==> config.mk <==
export PLATFORM = sky130hd
export DESIGN_NAME = flash_status_reporter
export DESIGN_NICKNAME = d
export VERILOG_FILES = /design/src/rtl/esr_pkg.sv /design/src/rtl/esr_timer.sv /design/src/rtl/esr_ctrl.sv /design/src/rtl/esr_readout.sv /design/src/rtl/flash_status_reporter.sv
export SDC_FILE = /design/constraint.sdc
export NUM_CORES = 1
export LEC_CHECK = 0
export BUFFER_PORTS_ARGS = -buffer_cell sky130_fd_sc_hd__buf_2
export CELL_PAD_IN_SITES_DETAIL_PLACEMENT = 2
export CELL_PAD_IN_SITES_GLOBAL_PLACEMENT = 2
export CORE_MARGIN = 3
export CORE_UTILIZATION = 31
export DETAILED_ROUTE_END_ITERATION = 12
export PLACE_DENSITY = 0.78
export SYNTH_ARGS = -nofsm -noshare
export SYNTH_HDL_FRONTEND = slang
export SYNTH_HIERARCHICAL = 1
export SYNTH_SLANG_ARGS = --single-unit
==> constraint.sdc <==
create_clock -name clk -period 2.6 [get_ports clk]
set_clock_uncertainty 0.2 [all_clocks]
set_input_delay 0 -clock clk [delete_from_list [all_inputs] [get_ports clk]]
set_output_delay 0 -clock clk [all_outputs]
set_load 0.1 [all_outputs]
==> src/rtl/esr_pkg.sv <==
package esr_pkg;

    typedef enum logic [1:0] {
        ST_IDLE  = 2'd0,
        ST_PROG  = 2'd1,
        ST_ERASE = 2'd2,
        ST_SUSP  = 2'd3
    } esr_state_e;

    typedef enum logic [1:0] {
        RD_ARRAY  = 2'd0,
        RD_TOGGLE = 2'd1,
        RD_HOLD   = 2'd2
    } rd_kind_e;

    function automatic logic is_running(esr_state_e st);
        return (st == ST_PROG) || (st == ST_ERASE);
    endfunction

    function automatic rd_kind_e classify_read(esr_state_e st, logic sect_hit);
        rd_kind_e k;
        case (st)
            ST_PROG, ST_ERASE: k = RD_TOGGLE;
            ST_SUSP:           k = sect_hit ? RD_HOLD : RD_ARRAY;
            default:           k = RD_ARRAY;
        endcase
        return k;
    endfunction

endpackage

==> src/rtl/esr_timer.sv <==
module esr_timer #(
    parameter int CW = 8
) (
    input  logic          clk,
    input  logic          rst,
    input  logic          load,
    input  logic [CW-1:0] load_val,
    input  logic          run,
    output logic          done
);
    logic [CW-1:0] cnt_q;

    always_ff @(posedge clk) begin
        if (rst)
            cnt_q <= '0;
        else if (load)
            cnt_q <= load_val;
        else if (run && cnt_q != '0)
            cnt_q <= cnt_q - 1'b1;
    end

    assign done = run && (cnt_q == CW'(1));

    // Frozen count while paused is what lets a resumed erase continue
    assert_count_frozen_R9: assert property (@(posedge clk) disable iff (rst)
        (!run && !load) |=> $stable(cnt_q));

    // A finishing count produces a single expiry pulse
    assert_single_done_R4: assert property (@(posedge clk) disable iff (rst)
        (done && !load) |=> !done);

endmodule

==> src/rtl/esr_ctrl.sv <==
module esr_ctrl
    import esr_pkg::*;
#(
    parameter int DW           = 8,
    parameter int SW           = 4,
    parameter int CW           = 8,
    parameter int PROG_CYCLES  = 16,
    parameter int ERASE_CYCLES = 64
) (
    input  logic          clk,
    input  logic          rst,
    input  logic          prog_start,
    input  logic [DW-1:0] prog_byte,
    input  logic          erase_start,
    input  logic          erase_all,
    input  logic [SW-1:0] erase_sect,
    input  logic          suspend_req,
    input  logic          resume_req,
    input  logic          done,
    output esr_state_e    state,
    output logic          load,
    output logic [CW-1:0] load_val,
    output logic          run,
    output logic          poll_bit,
    output logic [SW-1:0] tgt_sect,
    output logic          tgt_all,
    output logic          ready
);
    esr_state_e state_q, state_d;
    logic       poll_q;
    logic [SW-1:0] sect_q;
    logic       all_q;

    always_comb begin
        state_d = state_q;
        case (state_q)
            ST_IDLE: begin
                if (prog_start)       state_d = ST_PROG;
                else if (erase_start) state_d = ST_ERASE;
            end
            ST_PROG: begin
                if (done) state_d = ST_IDLE;
            end
            ST_ERASE: begin
                if (done)             state_d = ST_IDLE;
                else if (suspend_req) state_d = ST_SUSP;
            end
            ST_SUSP: begin
                if (resume_req) state_d = ST_ERASE;
            end
            default: state_d = ST_IDLE;
        endcase
    end

    assign load     = (state_q == ST_IDLE) && (prog_start || erase_start);
    assign load_val = prog_start ? CW'(PROG_CYCLES) : CW'(ERASE_CYCLES);
    assign run      = is_running(state_q);

    always_ff @(posedge clk) begin
        if (rst) begin
            state_q <= ST_IDLE;
            poll_q  <= 1'b0;
            sect_q  <= '0;
            all_q   <= 1'b0;
        end else begin
            state_q <= state_d;
            if (state_q == ST_IDLE) begin
                if (prog_start) begin
                    poll_q <= ~prog_byte[DW-1];
                end else if (erase_start) begin
                    poll_q <= 1'b0;
                    sect_q <= erase_sect;
                    all_q  <= erase_all;
                end
            end
        end
    end

    assign state    = state_q;
    assign poll_bit = poll_q;
    assign tgt_sect = sect_q;
    assign tgt_all  = all_q;
    assign ready    = (state_q == ST_IDLE) || (state_q == ST_SUSP);

    assert_busy_after_start_R3: assert property (@(posedge clk) disable iff (rst)
        (state_q == ST_IDLE && (prog_start || erase_start)) |=> !ready);

    assert_auto_return_R4: assert property (@(posedge clk) disable iff (rst)
        done |=> (state_q == ST_IDLE));

    assert_prog_no_suspend_R8: assert property (@(posedge clk) disable iff (rst)
        (state_q == ST_PROG && !done) |=> (state_q == ST_PROG));

    assert_start_ignored_R3: assert property (@(posedge clk) disable iff (rst)
        (state_q == ST_SUSP && !resume_req) |=> (state_q == ST_SUSP));

endmodule

==> src/rtl/esr_readout.sv <==
module esr_readout
    import esr_pkg::*;
#(
    parameter int DW = 8,
    parameter int SW = 4
) (
    input  logic          clk,
    input  logic          rst,
    input  esr_state_e    state,
    input  logic          poll_bit,
    input  logic [SW-1:0] tgt_sect,
    input  logic          tgt_all,
    input  logic          rd_en,
    input  logic [SW-1:0] rd_sect,
    input  logic [DW-1:0] array_q,
    output logic [DW-1:0] rd_q
);
    localparam int LOW_W = DW - 2;

    logic          tog_q;
    logic [DW-1:0] rd_q_r;
    logic          sect_hit;
    rd_kind_e      kind;
    logic [DW-1:0] status_word;

    assign sect_hit    = tgt_all || (rd_sect == tgt_sect);
    assign kind        = classify_read(state, sect_hit);
    assign status_word = {poll_bit, tog_q, {LOW_W{1'b0}}};

    always_ff @(posedge clk) begin
        if (rst) begin
            tog_q  <= 1'b0;
            rd_q_r <= '0;
        end else if (rd_en) begin
            case (kind)
                RD_TOGGLE: begin
                    rd_q_r <= status_word;
                    tog_q  <= ~tog_q;
                end
                RD_HOLD:  rd_q_r <= status_word;
                default:  rd_q_r <= array_q;
            endcase
        end
    end

    assign rd_q = rd_q_r;

    assert_idle_passthru_R7: assert property (@(posedge clk) disable iff (rst)
        (rd_en && state == ST_IDLE) |=> (rd_q == $past(array_q)));

    assert_toggle_flip_R2: assert property (@(posedge clk) disable iff (rst)
        (rd_en && is_running(state)) |=> (rd_q[DW-2] != tog_q));

    assert_susp_foreign_R10: assert property (@(posedge clk) disable iff (rst)
        (rd_en && state == ST_SUSP && !tgt_all && rd_sect != tgt_sect)
            |=> (rd_q == $past(array_q)));

endmodule

==> src/rtl/flash_status_reporter.sv <==
module flash_status_reporter
    import esr_pkg::*;
#(
    parameter int DW           = 8,
    parameter int SW           = 4,
    parameter int PROG_CYCLES  = 16,
    parameter int ERASE_CYCLES = 64
) (
    input  logic          clk,
    input  logic          rst,
    input  logic          prog_start,
    input  logic [DW-1:0] prog_byte,
    input  logic          erase_start,
    input  logic          erase_all,
    input  logic [SW-1:0] erase_sect,
    input  logic          suspend_req,
    input  logic          resume_req,
    input  logic          rd_en,
    input  logic [SW-1:0] rd_sect,
    input  logic [DW-1:0] array_q,
    output logic [DW-1:0] rd_q,
    output logic          ready
);
    localparam int MAX_CYC = (PROG_CYCLES > ERASE_CYCLES) ? PROG_CYCLES : ERASE_CYCLES;
    localparam int CW      = $clog2(MAX_CYC + 1);

    esr_state_e    state;
    logic          load;
    logic [CW-1:0] load_val;
    logic          run;
    logic          done;
    logic          poll_bit;
    logic [SW-1:0] tgt_sect;
    logic          tgt_all;

    esr_ctrl #(
        .DW(DW), .SW(SW), .CW(CW),
        .PROG_CYCLES(PROG_CYCLES), .ERASE_CYCLES(ERASE_CYCLES)
    ) u_ctrl (
        .clk(clk), .rst(rst),
        .prog_start(prog_start), .prog_byte(prog_byte),
        .erase_start(erase_start), .erase_all(erase_all), .erase_sect(erase_sect),
        .suspend_req(suspend_req), .resume_req(resume_req),
        .done(done), .state(state), .load(load), .load_val(load_val), .run(run),
        .poll_bit(poll_bit), .tgt_sect(tgt_sect), .tgt_all(tgt_all), .ready(ready)
    );

    esr_timer #(.CW(CW)) u_timer (
        .clk(clk), .rst(rst), .load(load), .load_val(load_val),
        .run(run), .done(done)
    );

    esr_readout #(.DW(DW), .SW(SW)) u_readout (
        .clk(clk), .rst(rst), .state(state), .poll_bit(poll_bit),
        .tgt_sect(tgt_sect), .tgt_all(tgt_all),
        .rd_en(rd_en), .rd_sect(rd_sect), .array_q(array_q), .rd_q(rd_q)
    );

    assert_reset_ready_R1: assert property (@(posedge clk)
        rst |=> (ready && rd_q == '0));

endmodule

==> results of run 1 <==
[tightest hold or removal path, cell delays in order]
cell     delay [ps]
buf_2           120
nand3_2         150
mux2i_1          90
nor2_1           70
[flip-flops by register name, indices dropped and copies added (netlist names)]
register and cells:
u_timer/cnt_q 7, u_ctrl/tgt_sect 4, u_ctrl/poll_bit 1, u_ctrl/state 2, u_ctrl/tgt_all 1, u_readout/rd_q 8
u_readout/tog_q 1
[layout by cell type, fill, tap and decap left out, types with 2 or more instances in the layout]
cell and count:
buf_2 33, dfxtp_1 24, dlygate4sd3_1 18, nor2_1 18, inv_1 18, ha_1 11, mux2i_1 7, nor2_2 7
a21oi_1 6, nor2b_1 6, a21oi_2 6, conb_1 5, o31ai_1 4, xnor2_1 4, clkbuf_8 3, buf_4 2
nand2_1 2, or4_1 2, nand3b_1 2, a211oi_2 2, a311oi_1 2, or3_1 2, a221oi_1 2, or4b_1 2
[power groups by stage]
| stage | Clock [mW] | Combinational (mW) | Sequential [mW] |
|---|---|---|---|
| finish | 0.338 | 1.13 | 0.583 |
| global route | 0.362 | 1.24 | 0.603 |
| CTS | 0.350 | 1.13 | 0.585 |
| floorplan | 0 | 0.722 | 0.707 |
| detailed placement | 0 | 1.09 | 0.592 |
| global placement | 0 | 1.03 | 0.576 |
[routing by layer]
| layer | wire length, um | vias up |
|---|---|---|
| met5 | 0 | - |
| li1 | - | 660 |
| met4 | 39 | 0 |
| met3 | 95 | 4 |
| met2 | 2240 | 19 |
| met1 | 1850 | 659 |
[logic make-up after synthesis]
logic type                 share of synthesized area, %
AOI/OAI and AO/OA                                  19.5
xor gates and xnor gates                           2.91
adders and majority gates                          9.14
buffers and inverters                              10.1
DFF                                                31.9
muxes                                              4.65
other                                             0.249
and+or+nand+nor                                    21.5
[worst paths after layout]
check	cells after the start	startpoint	slack [ps]	to
worst max-delay path	7	u_ctrl/state[0]$_SDFFE_PP0P_	140	u_readout/rd_q[6]$_SDFFE_PP0P_
worst min-delay path	4	erase_start	-4	u_ctrl/tgt_sect[3]$_SDFFE_PP0P_
worst max register to register	7	u_ctrl/state[0]$_SDFFE_PP0P_	140	u_readout/rd_q[6]$_SDFFE_PP0P_
worst min register to register	2	u_ctrl/tgt_all$_SDFFE_PP0P_	310	u_ctrl/tgt_all$_SDFFE_PP0P_
[final cells by class]
type	instances	share of cell area, %
clock buffer	3	2.11
clock inverter	1	1.54
inverter	19	3.65
multi-input combinational	115	45.5
sequential	24	24.6
tap	65	4.16
timing repair buffer	53	18.4
==> impl_metrics.toml, run 1 <==
[grt]
top_usage_layer = "met2"
met3_usage_pct = 2.37
grt_usage_pct = 15.8
grtUsageMet1_pct = 18.2
grt_pass1_wl_um = 6820
antenna_found_initial = 0
grt_max_degree = 27
grt-ovfl-total = 0
grt_pass1_vias = 1486
use_met2_pct = 29.8

[cells_and_area]
fin_nets = 259
final_area_sq_um = 1950
syn_to_final_growth_pct = 29.7
antenna_cells = 0
multiInputGateArea_sq_um = 888
fillers = 495
drive_above_1_share_pct = 30.2
final_util_pct = 43.1
regArea_sq_um = 480
stdcell_count = 280

[worst_setup_path]
worst_setup_path_start_kind = "flop"
crit_fanout = 5
cpMostUsedCell = "ha_1"
cpPeakStageDelay_ps = 580
arrival_ps = 2420
crit_path_end_kind = "flop"
cp_top_family = "buffers and inverters"
crit_buf_inv = 2
worst-setup-path-type = "flop to flop"
cpMaxStageDelayCell = "dlygate4sd3_1"
required_ps = 2560
cp_cell_sequence = "inv_1, ha_1, nand3b_1, ha_1, mux2i_1, a211oi_2, dlygate4sd3_1"

[timing]
period_minus_slack_ps = 2460
rsz0062_at_grt = "no"
fin_ws_ps = 140
maxSlewViolCount = 0
timing.setup.tns_ps = 0
finalSetupViolations = 0
maxSlewHeadroom_pct = 56.2
finalCritPeriodShare_pct = 94.6
fmax_ghz = 0.406
worstMarginPinSlew_ps = 655
hold_violations = 1
whs_ps = -4.05

[placed_design]
place_area_sq_um = 1700
dp_hpwl_um = 3050
dp_cells = 258
dpl_worst_slack_ps = 267
io_buffers = 33
gp_congestion = 0.834

[route]
routed_wl_um = 4230
drt_iter0_markers = 56
ant_nets = 0
vias = 1342
viasPerCell = 4.79
wl_per_cell_um = 15.1
dr.pass1.iters = 4
drc = 0

[pwr]
pwr-share-comb_pct = 55.0
pwr_density_cell_nw_per_um2 = 1050
ir_drop_v = 0.000289
pwr-share-clk_pct = 16.5
p_leak_nw = 0.860
sw_frac_of_total_pct = 47.4
power_frac_seq_pct = 28.5
power.total_mw = 2.05
power.switching_uw = 969
p_int_mw = 1.08

[logic_synthesis]
ys_seq_area_share_pct = 31.9
synth_top_area_cell = "dfxtp_1"
synth_cell_types = 51
synth.avg_cell_area_sq_um = 9.13
ys.flop_type = "dfxtp_1"
synth_most_common_cell = "dfxtp_1"
ys_seq_elements = 24
yosys_warnings = 6
netlist.area_leader.share_pct = 31.9
synthArstFlopShare_pct = 0
yosys-top-cells-area = "dfxtp_1 (32%), ha_1 (9.1%), mux2i_1 (4.7%)"
netlist_top_cells_count = "dfxtp_1 (24), inv_1 (18), nor2_1 (18), ha_1 (11)"
netlist_area_sq_um = 1510
synth_edf_count = 0
syn_inst = 165

[clocking]
cts_tree = "yes"
h-tree-depth = 1
cts_buffers = 3
clk_pin_slew_worst_paths_ps = 90
hold_buffers = 18
clkSinkCount = 24
postCtsSetupRepairBufs = 0
clockRootBuffer = "clkbuf_8"
cts-resized-gates = 0
clockBufferDepth = 2
clock_latency_ps = 270

[floorplanning]
die_w_um = 75.7
start_util_pct = 33.2
rows = 24
core-area_sq_um = 4530
die_area_sq_um = 5730
ios = 41
fp.dieH_um = 75.7

[outcome]
status = "complete, but fails checks"
violations = "hold timing"

[worst_hold_path]
hold_class = "input pin to flop"

[flow_run]
max_cap_violations = 0
Power figures use the tool's default switching activity.
==> inputs of run 2 (changes only) <==
--- a/config.mk
+++ b/config.mk
@@ -9,9 +9,9 @@
 export CELL_PAD_IN_SITES_DETAIL_PLACEMENT = 2
 export CELL_PAD_IN_SITES_GLOBAL_PLACEMENT = 2
 export CORE_MARGIN = 3
-export CORE_UTILIZATION = 31
+export CORE_UTILIZATION = 28
 export DETAILED_ROUTE_END_ITERATION = 12
-export PLACE_DENSITY = 0.78
+export PLACE_DENSITY = 0.74
 export SYNTH_ARGS = -nofsm -noshare
 export SYNTH_HDL_FRONTEND = slang
 export SYNTH_HIERARCHICAL = 1
==> constraint.sdc (replaced) <==
create_clock -name clk -period 2.2 [get_ports clk]
set_clock_uncertainty 0.2 [all_clocks]
set_input_delay 0 -clock clk [delete_from_list [all_inputs] [get_ports clk]]
set_output_delay 0 -clock clk [all_outputs]
set_load 0.1 [all_outputs]
==> run 2 against run 1 <==
The run still ends with hold timing left. Final area up 4.1%. Fmax up 17%. Worst setup slack worse by 34 ps. Critical path depth down 2. Routed wire length up 6.9%. Cell count up 3.9%. Global-route usage down 1.1 points.
==> impl_metrics.toml, run 2 (synthesis gave the netlist of run 1 again) <==
[placed_design]
io_buffers = 33
dp_hpwl_um = 2910
gp_congestion = 0.751
place_area_sq_um = 1760

[clocking]
cts_buffers = 3
cts_tree = "yes"
clock_latency_ps = 270
clockBufferDepth = 2
clk_pin_slew_worst_paths_ps = 90
clockRootBuffer = "clkbuf_8"
clkSinkCount = 24
h-tree-depth = 1

[route]
wl_per_cell_um = 15.5
met2_length_um = 2450
ant_nets = 0
viasPerCell = 4.64
routed_wl_um = 4530
drt_iter0_markers = 38
met1_length_um = 1970
dr.pass1.iters = 4
vias = 1351
drc = 0
wl_met3_um = 84
top_layer_used = "met4"

[worst_setup_path]
worst_setup_path_start_kind = "flop"
crit_fanout = 7
crit_path_end_kind = "flop"
worst-setup-path-type = "flop to flop"
r2r_start = "u_ctrl/state[0]$_SDFFE_PP0P_"
startpoint = "u_ctrl/state[0]$_SDFFE_PP0P_"
arrival_ps = 2080
required_ps = 2190

[timing]
fmax_ghz = 0.477
worstMarginPinSlew_ps = 604
finalCritPeriodShare_pct = 95.2
rsz0062_at_grt = "no"
whs_ps = -1.81
maxSlewHeadroom_pct = 59.7
hold_violations = 1
timing.setup.tns_ps = 0
maxSlewViolCount = 0
period_minus_slack_ps = 2090
finalSetupViolations = 0

[worst_hold_path]
hold_start = "erase_start"
hold_class = "input pin to flop"

[outcome]
status = "complete, but fails checks"
violations = "hold timing"

[pwr]
pwr_density_cell_nw_per_um2 = 1280
p_leak_nw = 0.898
ir_drop_v = 0.000804

[cells_and_area]
fillers = 628
syn_to_final_growth_pct = 35.0
final_area_sq_um = 2030
layout_common_cells = "buf_2 (33), dfxtp_1 (22), nor2_1 (18), dlygate4sd3_1 (17), inv_1 (17)"
antenna_cells = 0
largest_register_ffs = 8
multiInputGateArea_sq_um = 917
final_common_cell = "buf_2"
regArea_sq_um = 483
drive_above_1_share_pct = 34.4
fin_nets = 265

[grt]
grt_usage_pct = 14.7
antenna_found_initial = 0
grt_pass1_vias = 1457
grt_pass1_wl_um = 7270
grt_max_degree = 27
grt-ovfl-total = 0

[floorplanning]
die_area_sq_um = 6300
rows = 26
start_util_pct = 29.3
core-area_sq_um = 5140
fp.dieH_um = 79.4
die_w_um = 79.4
ios = 41

[flow_run]
max_cap_violations = 0
==> run 2: final timing paths <==
path	end	slack [ps]	cells past startpoint
max	u_timer/cnt_q[3]$_SDFFE_PP0P_	110	5
min reg2reg	u_ctrl/tgt_all$_SDFFE_PP0P_	320	2
max reg2reg	u_timer/cnt_q[3]$_SDFFE_PP0P_	110	5
min	u_ctrl/state[1]$_SDFFE_PP0P_	-2	4
==> run 2: where the power goes <==
group / internal, mW / leakage, nW / switching (mW)
clock network: 0.243 / 0.0357 / 0.156
registers: 0.554 / 0.198 / 0.118
logic: 0.604 / 0.664 / 0.918
total: 1.40 / 0.898 / 1.19
==> run 2: critical path, cell delays in order, from the launching register on <==
cell      delay (ps)
dfxtp_2          340
inv_1             80
ha_4             320
or4b_1           490
or3_1            360
a221oi_2         220
==> run 2: final cells by class <==
class / instances / area share, %
Clock buffer: 3 / 2.03
Tap cell: 70 / 4.31
Multi-Input combinational cell: 115 / 45.1
Sequential cell: 24 / 23.8
Timing Repair Buffer: 59 / 19.8
Inverter: 19 / 3.51
Clock inverter: 1 / 1.48
==> run 2: per-layer routing <==
| layer | global-route usage, % | vias to the layer above |
|---|---|---|
| met5 | 0 | - |
| met2 | 28.0 | 14 |
| met4 | 1.55 | 0 |
| met1 | 17.5 | 659 |
| met3 | 2.72 | 2 |
| li1 | - | 676 |
==> run 2: metrics by stage <==
stage          power (mW)  utilization (%)  setup slack (ps)  instances
3_5_place_dp         2.06             34.2              65.6        268
2_1_floorplan        1.72                -              92.3        169
4_1_cts              2.52             38.9              42.5        289
6_report             2.59             39.6               105        291
5_1_grt              2.79             39.6              10.1        291
3_3_place_gp         2.03             34.2               110        268
==> run 2: timing repair <==
action / 4_1_cts / 5_1_grt
resized for setup: 0 / 6
setup buffers: 0 / 2
hold endpoints to repair: 19 / 0
setup endpoints to repair: 0 / 6
hold buffers: 17 / 0
==> inputs of run 3 (changes only) <==
--- a/config.mk
+++ b/config.mk
@@ -6,12 +6,10 @@
 export NUM_CORES = 1
 export LEC_CHECK = 0
 export BUFFER_PORTS_ARGS = -buffer_cell sky130_fd_sc_hd__buf_2
-export CELL_PAD_IN_SITES_DETAIL_PLACEMENT = 2
-export CELL_PAD_IN_SITES_GLOBAL_PLACEMENT = 2
 export CORE_MARGIN = 3
-export CORE_UTILIZATION = 28
+export CORE_UTILIZATION = 40
 export DETAILED_ROUTE_END_ITERATION = 12
-export PLACE_DENSITY = 0.74
+export PLACE_DENSITY = 0.64
 export SYNTH_ARGS = -nofsm -noshare
 export SYNTH_HDL_FRONTEND = slang
 export SYNTH_HIERARCHICAL = 1
==> run 3 against run 2 <==
Worst hold slack improved by 15 ps. First-iteration DRC count increased by 39%. Utilization increased by 18 points. Clock power decreased by 4%. Die area decreased by 28%. The run now ends clean. Via count decreased by 4.1%. Flip-flop and latch count unchanged. Highest routed layer unchanged. Total power decreased by 3.5%.
==> impl_metrics.toml, run 3 (synthesis gave the netlist of run 1 again) <==
[route]
dr.pass1.iters = 4
viasPerCell = 4.89
wl_per_cell_um = 13.5
ant_nets = 0
routed_wl_um = 3570
vias = 1295
drt_iter0_markers = 53
drc = 0

[floorplanning]
fp.dieH_um = 67.4
rows = 21
ios = 41
start_util_pct = 43.4
core-area_sq_um = 3470
die_area_sq_um = 4540
die_w_um = 67.4

[cells_and_area]
stdcell_count = 265
fin_nets = 263
final_area_sq_um = 1990
syn_to_final_growth_pct = 32.4
layout_common_cells = "buf_2 (33), dfxtp_1 (22), dlygate4sd3_1 (18), nor2_1 (18), inv_1 (16)"
regArea_sq_um = 483
final_common_cell = "buf_2"
largest_register_ffs = 8
antenna_cells = 0
fillers = 319
drive_above_1_share_pct = 34.2
multiInputGateArea_sq_um = 921
final_util_pct = 57.5

[placed_design]
dpl_worst_slack_ps = 13.5
dp_hpwl_um = 2420
io_buffers = 33
gp_congestion = 0.742
dp_cells = 241
place_area_sq_um = 1710

[timing]
hold_violations = 0
fmax_ghz = 0.466
fin_ws_ps = 53.6
whs_ps = 13.1
rsz0062_at_grt = "no"
period_minus_slack_ps = 2150
maxSlewHeadroom_pct = 60.7
finalCritPeriodShare_pct = 97.6
timing.setup.tns_ps = 0
worstMarginPinSlew_ps = 589
finalSetupViolations = 0
maxSlewViolCount = 0

[clocking]
clock_latency_ps = 260
h-tree-depth = 1
clkSinkCount = 24
cts_tree = "yes"
clockBufferDepth = 2
clk_pin_slew_worst_paths_ps = 90
clockRootBuffer = "clkbuf_8"
cts_buffers = 3

[flow_run]
max_cap_violations = 0

[grt]
grt_pass1_vias = 1265
grtUsageMet1_pct = 19.2
met3_usage_pct = 1.50
grt_max_degree = 27
grt_usage_pct = 16.2
grt-ovfl-total = 0
grt_pass1_wl_um = 5550
antenna_found_initial = 0
use_met2_pct = 30.2
top_usage_layer = "met2"

[worst_setup_path]
worst-setup-path-type = "flop to flop"
crit_fanout = 6
rrSetupSlack_ps = 50
arrival_ps = 2110
worst_setup_path_start_kind = "flop"
required_ps = 2160
crit_path_end_kind = "flop"

[pwr]
power.total_mw = 2.50
ir_drop_v = 0.000943
p_leak_nw = 0.886
pwr_density_cell_nw_per_um2 = 1260

[outcome]
status = "complete, no violations"

[worst_hold_path]
hold_class = "input pin to flop"
[run 3: cell count changes in the layout (fill, tap and decap cells not counted), sizes merged]
cell	delta
dlygate4sd3	+1
buf	-3
[run 3: final timing paths]
check / cells after the start / from / to
worst max-delay path: 8 / u_ctrl/state[1]$_SDFFE_PP0P_ / u_ctrl/state[1]$_SDFFE_PP0P_
worst min-delay path: 2 / rst / u_readout/rd_q[2]$_SDFFE_PP0P_
worst max register to register: 8 / u_ctrl/state[1]$_SDFFE_PP0P_ / u_ctrl/state[1]$_SDFFE_PP0P_
worst min register to register: 2 / u_ctrl/tgt_all$_SDFFE_PP0P_ / u_ctrl/tgt_all$_SDFFE_PP0P_
[run 3: where the power goes]
part	switching [mW]	internal [mW]	leakage, nW
combinational	0.852	0.576	0.652
clock	0.142	0.243	0.0357
sequential	0.136	0.554	0.198
[run 3: metal layers]
layer,up-vias,part of all wire [%],wire length (um)
li1,670,-,-
met1,603,44,1560
met2,20,53,1880
met3,2,2.8,100
met4,0,0.64,23
met5,-,0,0
[run 3: what timing repair did]
action | in CTS | in global routing
resized for setup | 0 | 8
hold buffers | 18 | 0
endpoints found under the setup margin | 0 | 3
buffers inserted | 0 | 2
endpoints found under the hold margin | 19 | 0
[run 3: area by class of cell]
type                       count  area share, %
clock inverter                 1           1.51
clock buffer                   3           2.07
multi-input combinational    115           46.2
inverter                      19           3.58
timing repair buffer          57           19.6
sequential                    24           24.2
tap                           46           2.89
[run 3: worst max-delay path, cell delays in order, from the launching register on]
cell and delay [ps]:
dfxtp_2 340, inv_2 50, ha_4 250, nor3b_4 160
and4b_1 200, and2b_2 230, o31ai_2 60, or4_1 470
o31ai_1 90
